File: config.mk
export PLATFORM = sky130hd
export DESIGN_NAME = strobe_conditioner
export DESIGN_NICKNAME = d
export VERILOG_FILES = /design/src/rtl/strobe_pkg.sv /design/src/rtl/sc_lead_stage.sv /design/src/rtl/sc_trail_stage.sv /design/src/rtl/sc_recovery_timer.sv /design/src/rtl/sc_pad_drive.sv /design/src/rtl/strobe_conditioner.sv
export SDC_FILE = /design/constraint.sdc
export NUM_CORES = 1
export LEC_CHECK = 0
export BUFFER_PORTS_ARGS = -buffer_cell sky130_fd_sc_hd__buf_4
export CORE_AREA = 4 4 41 43
export CTS_CLUSTER_DIAMETER = 100
export DETAILED_ROUTE_END_ITERATION = 8
export DIE_AREA = 0 0 45 47
export PLACE_DENSITY = 0.83
export SYNTH_ARGS = -nofsm -noshare
export SYNTH_HDL_FRONTEND = slang
export SYNTH_SLANG_ARGS = --single-unit
export TNS_END_PERCENT = 100
File: constraint.sdc
create_clock -name clk -period 2.61 [get_ports clk]
set_input_delay 0.522 -clock clk [delete_from_list [all_inputs] [get_ports clk]]
set_output_delay 0.522 -clock clk [all_outputs]
set_load 0.02 [all_outputs]
File: src/rtl/strobe_pkg.sv
package strobe_pkg;
  function automatic int max_int(input int a, input int b);
    return (a > b) ? a : b;
  endfunction
endpackage

File: src/rtl/sc_lead_stage.sv
module sc_lead_stage #(
  parameter int LEAD_CYC = 4
) (
  input  logic clk,
  input  logic rst,
  input  logic strb_in,
  input  logic is_dclk,
  input  logic self_drive,
  output logic lead_out
);
  localparam int CW = $clog2(LEAD_CYC + 1);

  logic          gated;
  logic [CW-1:0] cnt;

  assign gated = strb_in & ~self_drive;

  always_ff @(posedge clk) begin
    if (rst) begin
      lead_out <= 1'b0;
      cnt      <= '0;
    end else if (!gated) begin
      lead_out <= 1'b0;
      cnt      <= '0;
    end else if (!lead_out) begin
      if (!is_dclk || cnt == CW'(LEAD_CYC)) lead_out <= 1'b1;
      else                                  cnt      <= cnt + 1'b1;
    end
  end

  assert_pass_R1: assert property (@(posedge clk) disable iff (rst)
    (gated && !is_dclk) |=> lead_out);
  assert_fall_R3: assert property (@(posedge clk) disable iff (rst)
    (!strb_in) |=> !lead_out);
  assert_local_block_R7: assert property (@(posedge clk) disable iff (rst)
    self_drive |=> !lead_out);
endmodule

File: src/rtl/sc_trail_stage.sv
module sc_trail_stage #(
  parameter int LOCK_CYC = 3
) (
  input  logic clk,
  input  logic rst,
  input  logic lead_in,
  input  logic hold,
  output logic line,
  output logic fall_now
);
  localparam int LW = $clog2(LOCK_CYC + 1);

  logic [LW-1:0] lock;

  assign fall_now = line & ~lead_in;

  always_ff @(posedge clk) begin
    if (rst) begin
      line <= 1'b0;
      lock <= '0;
    end else if (fall_now) begin
      line <= 1'b0;
      lock <= LW'(LOCK_CYC);
    end else begin
      if (lock != '0) lock <= lock - 1'b1;
      if (!line && lead_in && lock == '0 && !hold) line <= 1'b1;
    end
  end

  assert_first_fall_R4: assert property (@(posedge clk) disable iff (rst)
    (line && !lead_in) |=> !line);
  assert_guard_block_R5: assert property (@(posedge clk) disable iff (rst)
    (hold && !line) |=> !line);
endmodule

File: src/rtl/sc_recovery_timer.sv
module sc_recovery_timer #(
  parameter int REC_CYC = 6
) (
  input  logic clk,
  input  logic rst,
  input  logic fall_now,
  output logic hold
);
  localparam int RW = $clog2(REC_CYC + 1);

  logic [RW-1:0] rcnt;

  always_ff @(posedge clk) begin
    if (rst)                 rcnt <= '0;
    else if (fall_now)       rcnt <= RW'(REC_CYC);
    else if (rcnt != '0)     rcnt <= rcnt - 1'b1;
  end

  assign hold = (rcnt != '0);

  assert_guard_load_R5: assert property (@(posedge clk) disable iff (rst)
    fall_now |=> hold);
  assert_reset_expired_R8: assert property (@(posedge clk)
    rst |=> !hold);
endmodule

File: src/rtl/sc_pad_drive.sv
module sc_pad_drive #(
  parameter int PU_PULSE = 2
) (
  input  logic clk,
  input  logic rst,
  input  logic line,
  output logic pull_dn,
  output logic pull_up,
  output logic pull_up_hiz
);
  localparam int PW = $clog2(PU_PULSE + 1);

  logic [PW-1:0] pcnt;

  always_ff @(posedge clk) begin
    if (rst) begin
      pull_dn     <= 1'b0;
      pull_up     <= 1'b0;
      pull_up_hiz <= 1'b1;
      pcnt        <= '0;
    end else if (line) begin
      pull_dn     <= 1'b1;
      pull_up     <= 1'b0;
      pull_up_hiz <= 1'b1;
      pcnt        <= '0;
    end else if (pull_dn) begin
      pull_dn     <= 1'b0;
      pull_up     <= 1'b1;
      pull_up_hiz <= 1'b0;
      pcnt        <= PW'(PU_PULSE - 1);
    end else if (pull_up) begin
      if (pcnt == '0) begin
        pull_up     <= 1'b0;
        pull_up_hiz <= 1'b1;
      end else begin
        pcnt <= pcnt - 1'b1;
      end
    end
  end

  assert_excl_R6: assert property (@(posedge clk) disable iff (rst)
    !(pull_dn && pull_up));
  assert_hiz_R6: assert property (@(posedge clk) disable iff (rst)
    pull_up |-> !pull_up_hiz);
  assert_follow_R6: assert property (@(posedge clk) disable iff (rst)
    line |=> pull_dn);
  assert_release_R6: assert property (@(posedge clk) disable iff (rst)
    $fell(pull_dn) |-> pull_up);
endmodule

File: src/rtl/strobe_conditioner.sv
module strobe_conditioner #(
  parameter int LEAD_CYC = 4,
  parameter int LOCK_CYC = 3,
  parameter int REC_CYC  = 6,
  parameter int PU_PULSE = 2
) (
  input  logic clk,
  input  logic rst,
  input  logic strb_in,
  input  logic is_dclk,
  input  logic self_drive,
  output logic pull_dn,
  output logic pull_up,
  output logic pull_up_hiz
);
  import strobe_pkg::*;

  localparam int GUARD = max_int(LOCK_CYC, REC_CYC);

  logic lead_q;
  logic line;
  logic fall_now;
  logic hold;

  sc_lead_stage #(.LEAD_CYC(LEAD_CYC)) u_lead (
    .clk(clk), .rst(rst), .strb_in(strb_in), .is_dclk(is_dclk),
    .self_drive(self_drive), .lead_out(lead_q)
  );

  sc_trail_stage #(.LOCK_CYC(LOCK_CYC)) u_trail (
    .clk(clk), .rst(rst), .lead_in(lead_q), .hold(hold),
    .line(line), .fall_now(fall_now)
  );

  sc_recovery_timer #(.REC_CYC(REC_CYC)) u_rec (
    .clk(clk), .rst(rst), .fall_now(fall_now), .hold(hold)
  );

  sc_pad_drive #(.PU_PULSE(PU_PULSE)) u_pad (
    .clk(clk), .rst(rst), .line(line),
    .pull_dn(pull_dn), .pull_up(pull_up), .pull_up_hiz(pull_up_hiz)
  );

  initial begin
    assert_params_R5: assert (GUARD >= 1 && LEAD_CYC >= 1 && PU_PULSE >= 1);
  end
endmodule

==> flow_summary_export.csv, run 1 <==
group,metric,value,unit
run_status,outcome,"completed",
synthesis,synth_top_area_cell,"dfxtp_1",
worst_setup_path,cp-start-kind,"flip-flop",
floorplanning,start_util,53.17,%
worst_setup_path,worstReg2RegStart,"u_lead.cnt[0]$_SDFFE_PP0P_",
synthesis,synth_top_area_share,43.40,%
floorplanning,core,1301,um2
timing,setup_viol,0,
route,wire_per_inst,11.35,um
clocking,htree_levels,1,
route,drt-pass1-iter-count,2,
timing,relSlewSlack,79.52,%
synthesis,synth.yosys.warnings,0,
timing,max_freq,709.9,MHz
synthesis,synthFlopType,"dfxtp_1",
clocking,cts_buffer_depth,2,
clocking,root_buffer,"clkbuf_4",
placement,gp_congestion,0.7525,
power_and_ir_drop,fin_total_pwr,532.6,uW
global_route,grt_pass1_vias,488,
worst_setup_path,cp_max_fo,5,
global_route,grt_overflow,0,
synthesis,synth.avg_cell_area,9.745,um2
worst_setup_path,reg2regPathDepth,5,
power_and_ir_drop,leakage,0.3232,nW
floorplanning,die_h,47,um
hold_path,worstHoldStart,"rst",
hold_path,hp-class,"input port to flip-flop",
global_route,grt_start_max_net_pins,11,
worst_setup_path,required,2.83,ns
synthesis,synth-edff-count,0,
power_and_ir_drop,p_sw,148.7,uW
clocking,cts_tree,"built",
final_layout,final_util,59.81,%
floorplanning,ios,8,
power_and_ir_drop,intPower,383.9,uW
synthesis,syn_area,691.9,um2
clocking,clk_pin_slew,0.09,ns
job,cap_viol_max_count,0,
clocking,clk-insertion-delay-late,0.28,ns
timing,holdWs,0.4720,ns
timing,drv_slew,0,
placement,portBuffers,7,
global_route,grtUsageTotal,12.97,%
power_and_ir_drop,p_per_area,684.3,nW/um2
timing,period_needed,1.409,ns
final_layout,layout_common_cells,"dfxtp_1 (15), inv_1 (9), a21oi_1 (7), buf_4 (7), ha_1 (6)",
synthesis,synth_nets,82,
power_and_ir_drop,p_clk_share,24.4,%
final_layout,fin_nets,93,
route,antenna_left,0,
power_and_ir_drop,pwr-share-comb,25.9,%
synthesis,ys_types,26,
worst_setup_path,ff2ff_setup_slack,1.20,ns
synthesis,synth-seq-cells,15,
global_route,grt_antenna_before_repair,0,
route,vias,490,
placement,hpwl,856.9,um
floorplanning,rows,13,
power_and_ir_drop,p_seq_share,49.7,%
synthesis,syn_inst,71,
route,drc_errors,0,
timing,tns,0,ns
floorplanning,die_area,2115,um2
synthesis,ys_seq_area_share,43.40,%
hold_path,hold_path_end,"u_trail.lock[1]$_SDFFE_PP0P_",
final_layout,n_antenna_cell,0,
final_layout,final_common_cell,"dfxtp_1",
floorplanning,dieWidth,45,um
worst_setup_path,worstSetupPathType,"flip-flop to flip-flop",
power_and_ir_drop,switching_share,27.92,%
final_layout,synthToLayoutAreaGrowth,12.48,%
final_layout,drive_gt1_share,17.28,%
clocking,hold_buffers,0,
synthesis,async_flop_share,0,%
hold_path,min_path_cells,2,
worst_setup_path,arrival,1.62,ns
worst_setup_path,cp-end-kind,"flip-flop",
timing,rsz0062_at_grt,"false",
global_route,grt_pass1_wl,1897,um
timing,min_period_over_period,53.97,%
clocking,clock-sinks,15,
synthesis,synth.area.top_cells,"dfxtp_1 (43%), ha_1 (11%), a21oi_1 (5.1%)",
power_and_ir_drop,peakVddDrop,504.1,uV
timing,worstMarginPinSlew,0.3024,ns
timing,skew,0.004808,ns
clocking,cts_made_buffers,3,
timing,hold_viol_final,0,
clocking,cts_resized,0,
worst_setup_path,r2r_end,"u_lead.cnt[1]$_SDFFE_PP0P_",
route,drtIter0Drc,6,
route,drt-total-wl,1090,um
clocking,cts_setup_buffers,0,
route,viasPerCell,5.104,
[power by group through the flow]
| stage | clock network, mW | registers, mW | logic (mW) |
|---|---|---|---|
| after floorplan | 0 | 0.269 | 0.114 |
| after global placement | 0 | 0.269 | 0.132 |
| after detailed placement | 0 | 0.270 | 0.139 |
| after CTS | 0.135 | 0.265 | 0.140 |
| after global routing | 0.148 | 0.269 | 0.158 |
| final | 0.130 | 0.265 | 0.138 |
[synth_stat cells (2+ instances only)]
cell type,n
a21oi_1,7
dfxtp_1,15
ha_1,6
inv_1,9
nand2_1,2
nand2b_1,2
nor2_1,4
nor3b_1,2
o21a_1,3
o21ai_0,4
xnor2_1,2
[worst max-delay path, cell delays in order (launching register included)]
cell	delay, ns
dfxtp_1	0.38
inv_1	0.06
ha_1	0.21
and2_1	0.19
or3b_1	0.37
a21oi_1	0.13
[cells by family (layout without fill, tap and decap cells)]
family                   after synthesis  after routing  share of synthesized area [%]
multiplexers                           2              2                          3.074
AO/OA/AOI/OAI                         17             17                          15.73
adder cells (fa/ha/maj)                6              6                          10.85
AND/OR/NAND/NOR                       18             18                          16.64
XOR/XNOR                               3              3                          3.798
buffers and inverters                 10             20                          6.509
flip-flops                            15             15                          43.40
[worst max-delay path by stage]
stage	slack (ns)	start	to
CTS	1.19	u_lead.cnt[0]$_SDFFE_PP0P_	u_lead.cnt[1]$_SDFFE_PP0P_
floorplan	1.26	rst	u_lead.cnt[2]$_SDFFE_PP0P_
detailed placement	1.19	rst	u_lead.cnt[2]$_SDFFE_PP0P_
global placement	1.21	rst	u_lead.cnt[2]$_SDFFE_PP0P_
finish	1.20	u_lead.cnt[0]$_SDFFE_PP0P_	u_lead.cnt[1]$_SDFFE_PP0P_
global route	1.14	u_lead.cnt[0]$_SDFFE_PP0P_	u_lead.cnt[1]$_SDFFE_PP0P_
[metal layers]
layer / track usage [%] / vias to the layer above / routed length [um]
met5: 0 / - / 0
met4: 10.53 / 0 / 12
met3: 4.598 / 2 / 57
met2: 20.34 / 10 / 520
met1: 14.15 / 218 / 500
li1: - / 260 / -
[final cells by class]
| cell class | instances | area [um2] |
|---|---|---|
| sequential | 15 | 300.3 |
| timing repair buffer | 7 | 52.55 |
| fill | 123 | 523.0 |
| inverter | 9 | 33.78 |
| clock buffer | 4 | 26.28 |
| multi-input combinational | 46 | 346.6 |
| tap | 15 | 18.77 |
[state kept, by name, summed over array words and instances (netlist names)]
name and flops:
u_lead.lead_out 1, u_trail.lock 2, u_rec.rcnt 3, u_pad.pull_dn 1, u_trail.line 1, u_pad.pcnt 2
u_lead.cnt 3, u_pad.pull_up_hiz 1, u_pad.pull_up 1
[metrics by stage]
| step | cell area (um2) | std cells | worst slack (ns) |
|---|---|---|---|
| after floorplan | 691.9 | 71 | 1.260 |
| after global placement | 752.0 | 92 | 1.205 |
| after detailed placement | 752.0 | 92 | 1.195 |
| after CTS | 778.2 | 96 | 1.187 |
| after global routing | 778.2 | 96 | 1.141 |
| final | 778.2 | 96 | 1.201 |
Note: power is estimated with default switching activity, not from simulation.
==> inputs of run 2 (changes only) <==
Settings changed: CORE_AREA 4 4 41 43 to unset, CORE_MARGIN set to 4, CORE_UTILIZATION set to 53, DIE_AREA 0 0 45 47 to unset, PLACE_DENSITY 0.83 to 0.84.
Clock period 2.61 ns to 1.4 ns, I/O delays scaled along.
==> flow_summary_export.csv, run 2 (synthesis results as in run 1) <==
group,metric,value,unit
floorplanning,dieWidth,44.13,um
final_layout,top_regs,"u_lead.cnt (3), u_rec.rcnt (3)",
clocking,htree_levels,1,
worst_setup_path,worstSetupPathType,"flip-flop to flip-flop",
global_route,grt_pass1_wl,1856,um
final_layout,final_cell_area,799.5,um2
route,drtIter0Drc,3,
worst_setup_path,ff2ff_setup_slack,0.07,ns
timing,tns,0,ns
power_and_ir_drop,leakage,0.3306,nW
timing,period_needed,1.334,ns
route,drt-total-wl,1067,um
route,drt-pass1-iter-count,3,
worst_setup_path,cp-start-kind,"flip-flop",
timing,drv_slew,0,
final_layout,n_antenna_cell,0,
power_and_ir_drop,p_per_area,1240,nW/um2
power_and_ir_drop,switching_share,27.86,%
timing,setup_viol,0,
floorplanning,die_area,1947,um2
timing,max_freq,749.5,MHz
worst_setup_path,slowest_stage,"or3b_1",
placement,gp_congestion,0.7578,
clocking,cts_made_buffers,3,
placement,portBuffers,7,
job,cap_viol_max_count,0,
worst_setup_path,max_stage_delay,0.38,ns
global_route,grt_use_met1,15.10,%
worst_setup_path,critPathLaunch,"u_lead.cnt[0]$_SDFFE_PP0P_",
placement,place_area,750.7,um2
placement,hpwl,730.3,um
final_layout,fin_nets,94,
worst_setup_path,r2r_end,"u_lead.cnt[1]$_SDFFE_PP0P_",
floorplanning,core,1171,um2
global_route,grt_overflow,0,
power_and_ir_drop,p_sw,276.2,uW
timing,relSlewSlack,76.84,%
clocking,clock-sinks,15,
placement,dp_cells,91,
route,drc_errors,0,
final_layout,synthToLayoutAreaGrowth,15.55,%
timing,skew,0.0008161,ns
power_and_ir_drop,p_clk_share,24.7,%
worst_setup_path,crit_end,"u_lead.cnt[1]$_SDFFE_PP0P_",
global_route,grt_start_max_net_pins,11,
route,wire_per_inst,11.11,um
clocking,hold_buffers,0,
worst_setup_path,worstReg2RegStart,"u_lead.cnt[0]$_SDFFE_PP0P_",
floorplanning,die_h,44.13,um
clocking,cts_tree,"built",
global_route,grt_pass1_vias,479,
timing,worstMarginPinSlew,0.3466,ns
route,viasPerCell,5.188,
timing,rsz0062_at_grt,"false",
final_layout,drive_gt1_share,25.61,%
global_route,grt_busiest_layer,"met2",
run_status,outcome,"completed",
final_layout,layout_common_cells,"dfxtp_1 (13), inv_1 (9), buf_4 (8), ha_1 (6), a21oi_1 (5)",
floorplanning,ios,8,
worst_setup_path,cp_max_fo,5,
final_layout,final_common_cell,"dfxtp_1",
global_route,grt_antenna_before_repair,0,
floorplanning,start_util,59.08,%
power_and_ir_drop,pwr-share-comb,25.6,%
global_route,grtUsageTotal,12.64,%
clocking,cts_buffer_depth,2,
power_and_ir_drop,peakVddDrop,938.9,uV
clocking,clk-insertion-delay-late,0.28,ns
power_and_ir_drop,p_seq_share,49.7,%
route,vias,498,
floorplanning,rows,12,
final_layout,layoutNonFillerInstCount,96,
worst_setup_path,required,1.62,ns
clocking,clk_pin_slew,0.08,ns
power_and_ir_drop,intPower,715.2,uW
global_route,grt.met2_usage,20.93,%
timing,hold_viol_final,0,
route,antenna_left,0,
global_route,met3_usage,3.659,%
hold_path,hp-class,"input port to flip-flop",
worst_setup_path,cp-end-kind,"flip-flop",
worst_setup_path,arrival,1.55,ns
worst_setup_path,reg2regPathDepth,5,
clocking,root_buffer,"clkbuf_4",
worst_setup_path,crit_chain,"inv_1 > ha_1 > and2_4 > or3b_1 > a21oi_2",
timing,min_period_over_period,95.30,%
run 2: cell count changes in the layout (fill, tap and decap cells not counted), moves of 2 or more:
cell	before	now
a21oi_1	7	5
a21oi_2	0	2
dfxtp_1	15	13
dfxtp_2	0	2
run 2: repair_timing:
item,4_1_cts,5_1_grt
setup endpoints to repair,1,3
pin swaps,0,0
setup buffers,0,1
resized for setup,1,5
run 2: metrics by stage:
step	util, %	setup WS, ns	hold WS (ns)	power [mW]
6_report	68.27	0.06579	0.2304	0.9914
5_1_grt	68.27	0.01712	0.2351	1.060
2_1_floorplan	-	0.1212	0.4538	0.7136
3_3_place_gp	64.10	0.09256	0.4701	0.7473
3_5_place_dp	64.10	0.003987	0.4864	0.7544
4_1_cts	66.45	0.03514	0.2240	0.9998
run 2: worst max-delay path, delay by kind of cell, from the launching register on:
kind / cells / cell delay [ns]
DFF: 1 / 0.35
buffers and inverters: 1 / 0.04
adders and majority gates: 1 / 0.20
and+or+nand+nor: 2 / 0.56
AOI/OAI and AO/OA: 1 / 0.12
run 2: power by group through the flow:
stage	clock [mW]	sequential, mW	combinational [mW]
floorplan	0	0.501	0.213
global placement	0	0.502	0.246
detailed placement	0	0.503	0.251
CTS	0.252	0.493	0.254
global route	0.265	0.497	0.298
finish	0.245	0.492	0.254
run 2: cell type report:
| class | instances | area (um2) |
|---|---|---|
| fillers | 95 | 371.6 |
| multi-input cells | 46 | 359.1 |
| flip-flops and latches | 15 | 302.8 |
| repair buffers | 8 | 60.06 |
| inverters | 9 | 33.78 |
| clock buffers | 4 | 26.28 |
| well taps | 14 | 17.52 |
run 2: worst min-delay path by stage:
stage / startpoint / end / slack [ns] / cells past startpoint
finish: rst / u_trail.lock[1]$_SDFFE_PP0P_ / 0.23 / 2
detailed placement: u_lead.lead_out$_SDFF_PP0_ / u_trail.line$_SDFFE_PP0P_ / 0.49 / 1
floorplan: u_lead.cnt[2]$_SDFFE_PP0P_ / u_lead.cnt[2]$_SDFFE_PP0P_ / 0.45 / 1
CTS: rst / u_trail.lock[1]$_SDFFE_PP0P_ / 0.22 / 2
global route: rst / u_trail.lock[1]$_SDFFE_PP0P_ / 0.24 / 2
global placement: u_lead.lead_out$_SDFF_PP0_ / u_trail.line$_SDFFE_PP0P_ / 0.47 / 1
run 2: layer usage:
metal / vias up / routed length, um / part of all wire [%]
met4: 0 / 20 / 1.9
li1: 262 / - / -
met2: 9 / 492 / 46
met5: - / 0 / 0
met3: 2 / 41 / 3.8
met1: 225 / 513 / 48
==> inputs of run 3 (changes only) <==
Settings changed: RECOVER_POWER set to 50.
==> flow_summary_export.csv, run 3 (synthesis results as in run 1) <==
group,metric,value,unit
run_status,outcome,"completed",
route,wl_met1,508,um
global_route,grt_pass1_wl,1856,um
worst_setup_path,critPathLaunch,"u_lead.cnt[0]$_SDFFE_PP0P_",
power_and_ir_drop,p_per_area,1256,nW/um2
final_layout,final_cell_area,788.3,um2
route,antenna_left,0,
timing,drv_slew,0,
placement,hpwl,730.3,um
clocking,clock-sinks,15,
global_route,grt_overflow,0,
placement,place_area,750.7,um2
floorplanning,start_util,59.08,%
placement,dp_worst_setup_slack,0.003987,ns
timing,max_freq,749.6,MHz
route,drt-pass1-iter-count,3,
worst_setup_path,cp-start-kind,"flip-flop",
worst_setup_path,path_buf_inv,1,
global_route,grt_start_max_net_pins,11,
timing,setup_slack,0.06596,ns
final_layout,layout_common_cells,"dfxtp_1 (13), inv_1 (9), ha_1 (6), a21oi_1 (5), buf_4 (5)",
floorplanning,core,1171,um2
power_and_ir_drop,peakVddDrop,938.9,uV
floorplanning,die_area,1947,um2
worst_setup_path,required,1.62,ns
global_route,grt_antenna_before_repair,0,
route,drtIter0Drc,3,
final_layout,top_regs,"u_lead.cnt (3), u_rec.rcnt (3)",
timing,setup_viol,0,
global_route,grt_pass1_vias,479,
route,drc_errors,0,
placement,gp_congestion,0.7578,
floorplanning,ios,8,
placement,portBuffers,7,
timing,min_period_over_period,95.29,%
worst_setup_path,cp_max_fo,5,
clocking,root_buffer,"clkbuf_4",
route,viasPerCell,5.198,
final_layout,drive_gt1_share,21.95,%
final_layout,n_antenna_cell,0,
timing,relSlewSlack,76.84,%
clocking,clk-insertion-delay-late,0.28,ns
worst_setup_path,slowest_stage,"or3b_1",
timing,hold_viol_final,0,
worst_setup_path,worstReg2RegStart,"u_lead.cnt[0]$_SDFFE_PP0P_",
hold_path,worstHoldStart,"rst",
worst_setup_path,crit_chain,"inv_1 > ha_1 > and2_4 > or3b_1 > a21oi_2",
worst_setup_path,critical-path-top-delay-family,"simple AND/OR/NAND/NOR gates",
timing,rsz0062_at_grt,"false",
job,cap_viol_max_count,0,
floorplanning,dieWidth,44.13,um
final_layout,fin_nets,94,
power_and_ir_drop,leakage,0.3191,nW
timing,skew,0.0009515,ns
worst_setup_path,cp-end-kind,"flip-flop",
worst_setup_path,arrival,1.55,ns
route,vias,499,
final_layout,fillers,101,
final_layout,synthToLayoutAreaGrowth,13.92,%
clocking,cts_buffer_depth,2,
route,drt-total-wl,1071,um
route,maxUsedRoutingLayer,"met4",
clocking,cts_made_buffers,3,
route,wire_per_inst,11.16,um
hold_path,hp-class,"input port to flip-flop",
final_layout,final_common_cell,"dfxtp_1",
floorplanning,die_h,44.13,um
timing,period_needed,1.334,ns
timing,tns,0,ns
clocking,cts_tree,"built",
route,wl_met3,48,um
worst_setup_path,worstSetupPathType,"flip-flop to flip-flop",
clocking,htree_levels,1,
floorplanning,rows,12,
global_route,grtUsageTotal,12.64,%
clocking,hold_buffers,0,
timing,worstMarginPinSlew,0.3466,ns
route,wl_met2,494,um
worst_setup_path,max_stage_delay,0.38,ns
clocking,clk_pin_slew,0.09,ns
[run 3: metal layers]
layer / GRT usage (%) / vias up
met5: 0 / -
met4: 5.422 / 0
met3: 3.659 / 2
met2: 20.93 / 9
met1: 15.10 / 226
li1: - / 262
[run 3: final timing paths]
check        slack (ns)  cells after the start                           end
max reg2reg        0.07                      5    u_lead.cnt[1]$_SDFFE_PP0P_
min reg2reg        0.50                      1     u_trail.line$_SDFFE_PP0P_
min                0.23                      2  u_trail.lock[1]$_SDFFE_PP0P_
max                0.07                      5    u_lead.cnt[1]$_SDFFE_PP0P_
[run 3: stage by stage]
step	power (mW)	instances	hold slack [ns]	utilization, %
after floorplan	0.7136	71	0.4538	-
after global placement	0.7473	91	0.4701	64.10
after detailed placement	0.7544	91	0.4864	64.10
after CTS	0.9998	95	0.2240	66.45
after global routing	1.059	96	0.2351	67.31
final	0.9903	96	0.2304	67.31
[run 3: cell type report]
class                           count  area (um2)  area share, %
Timing Repair Buffer                8       48.80          6.190
Sequential cell                    15       302.8          38.41
Multi-Input combinational cell     46       359.1          45.56
Inverter                            9       33.78          4.286
Clock buffer                        4       26.28          3.333
Tap cell                           14       17.52          2.222
[run 3: power breakdown]
| group | switching [mW] | internal, mW |
|---|---|---|
| Sequential | 0.0225 | 0.470 |
| Combinational | 0.119 | 0.133 |
| Clock | 0.134 | 0.111 |
[run 3: worst register-to-register path: stages, from the launching register on]
cell	delay, ns
dfxtp_2	0.35
inv_1	0.04
ha_1	0.20
and2_4	0.18
or3b_1	0.38
a21oi_2	0.12
[run 3: repair_timing]
item                                    4_1_cts  5_1_grt
resized for setup                             1        5
endpoints found under the setup margin        1        3
buffers inserted                              0        1
cloned                                        0        0
pin swaps                                     0        0
hold endpoints to repair                      0        0
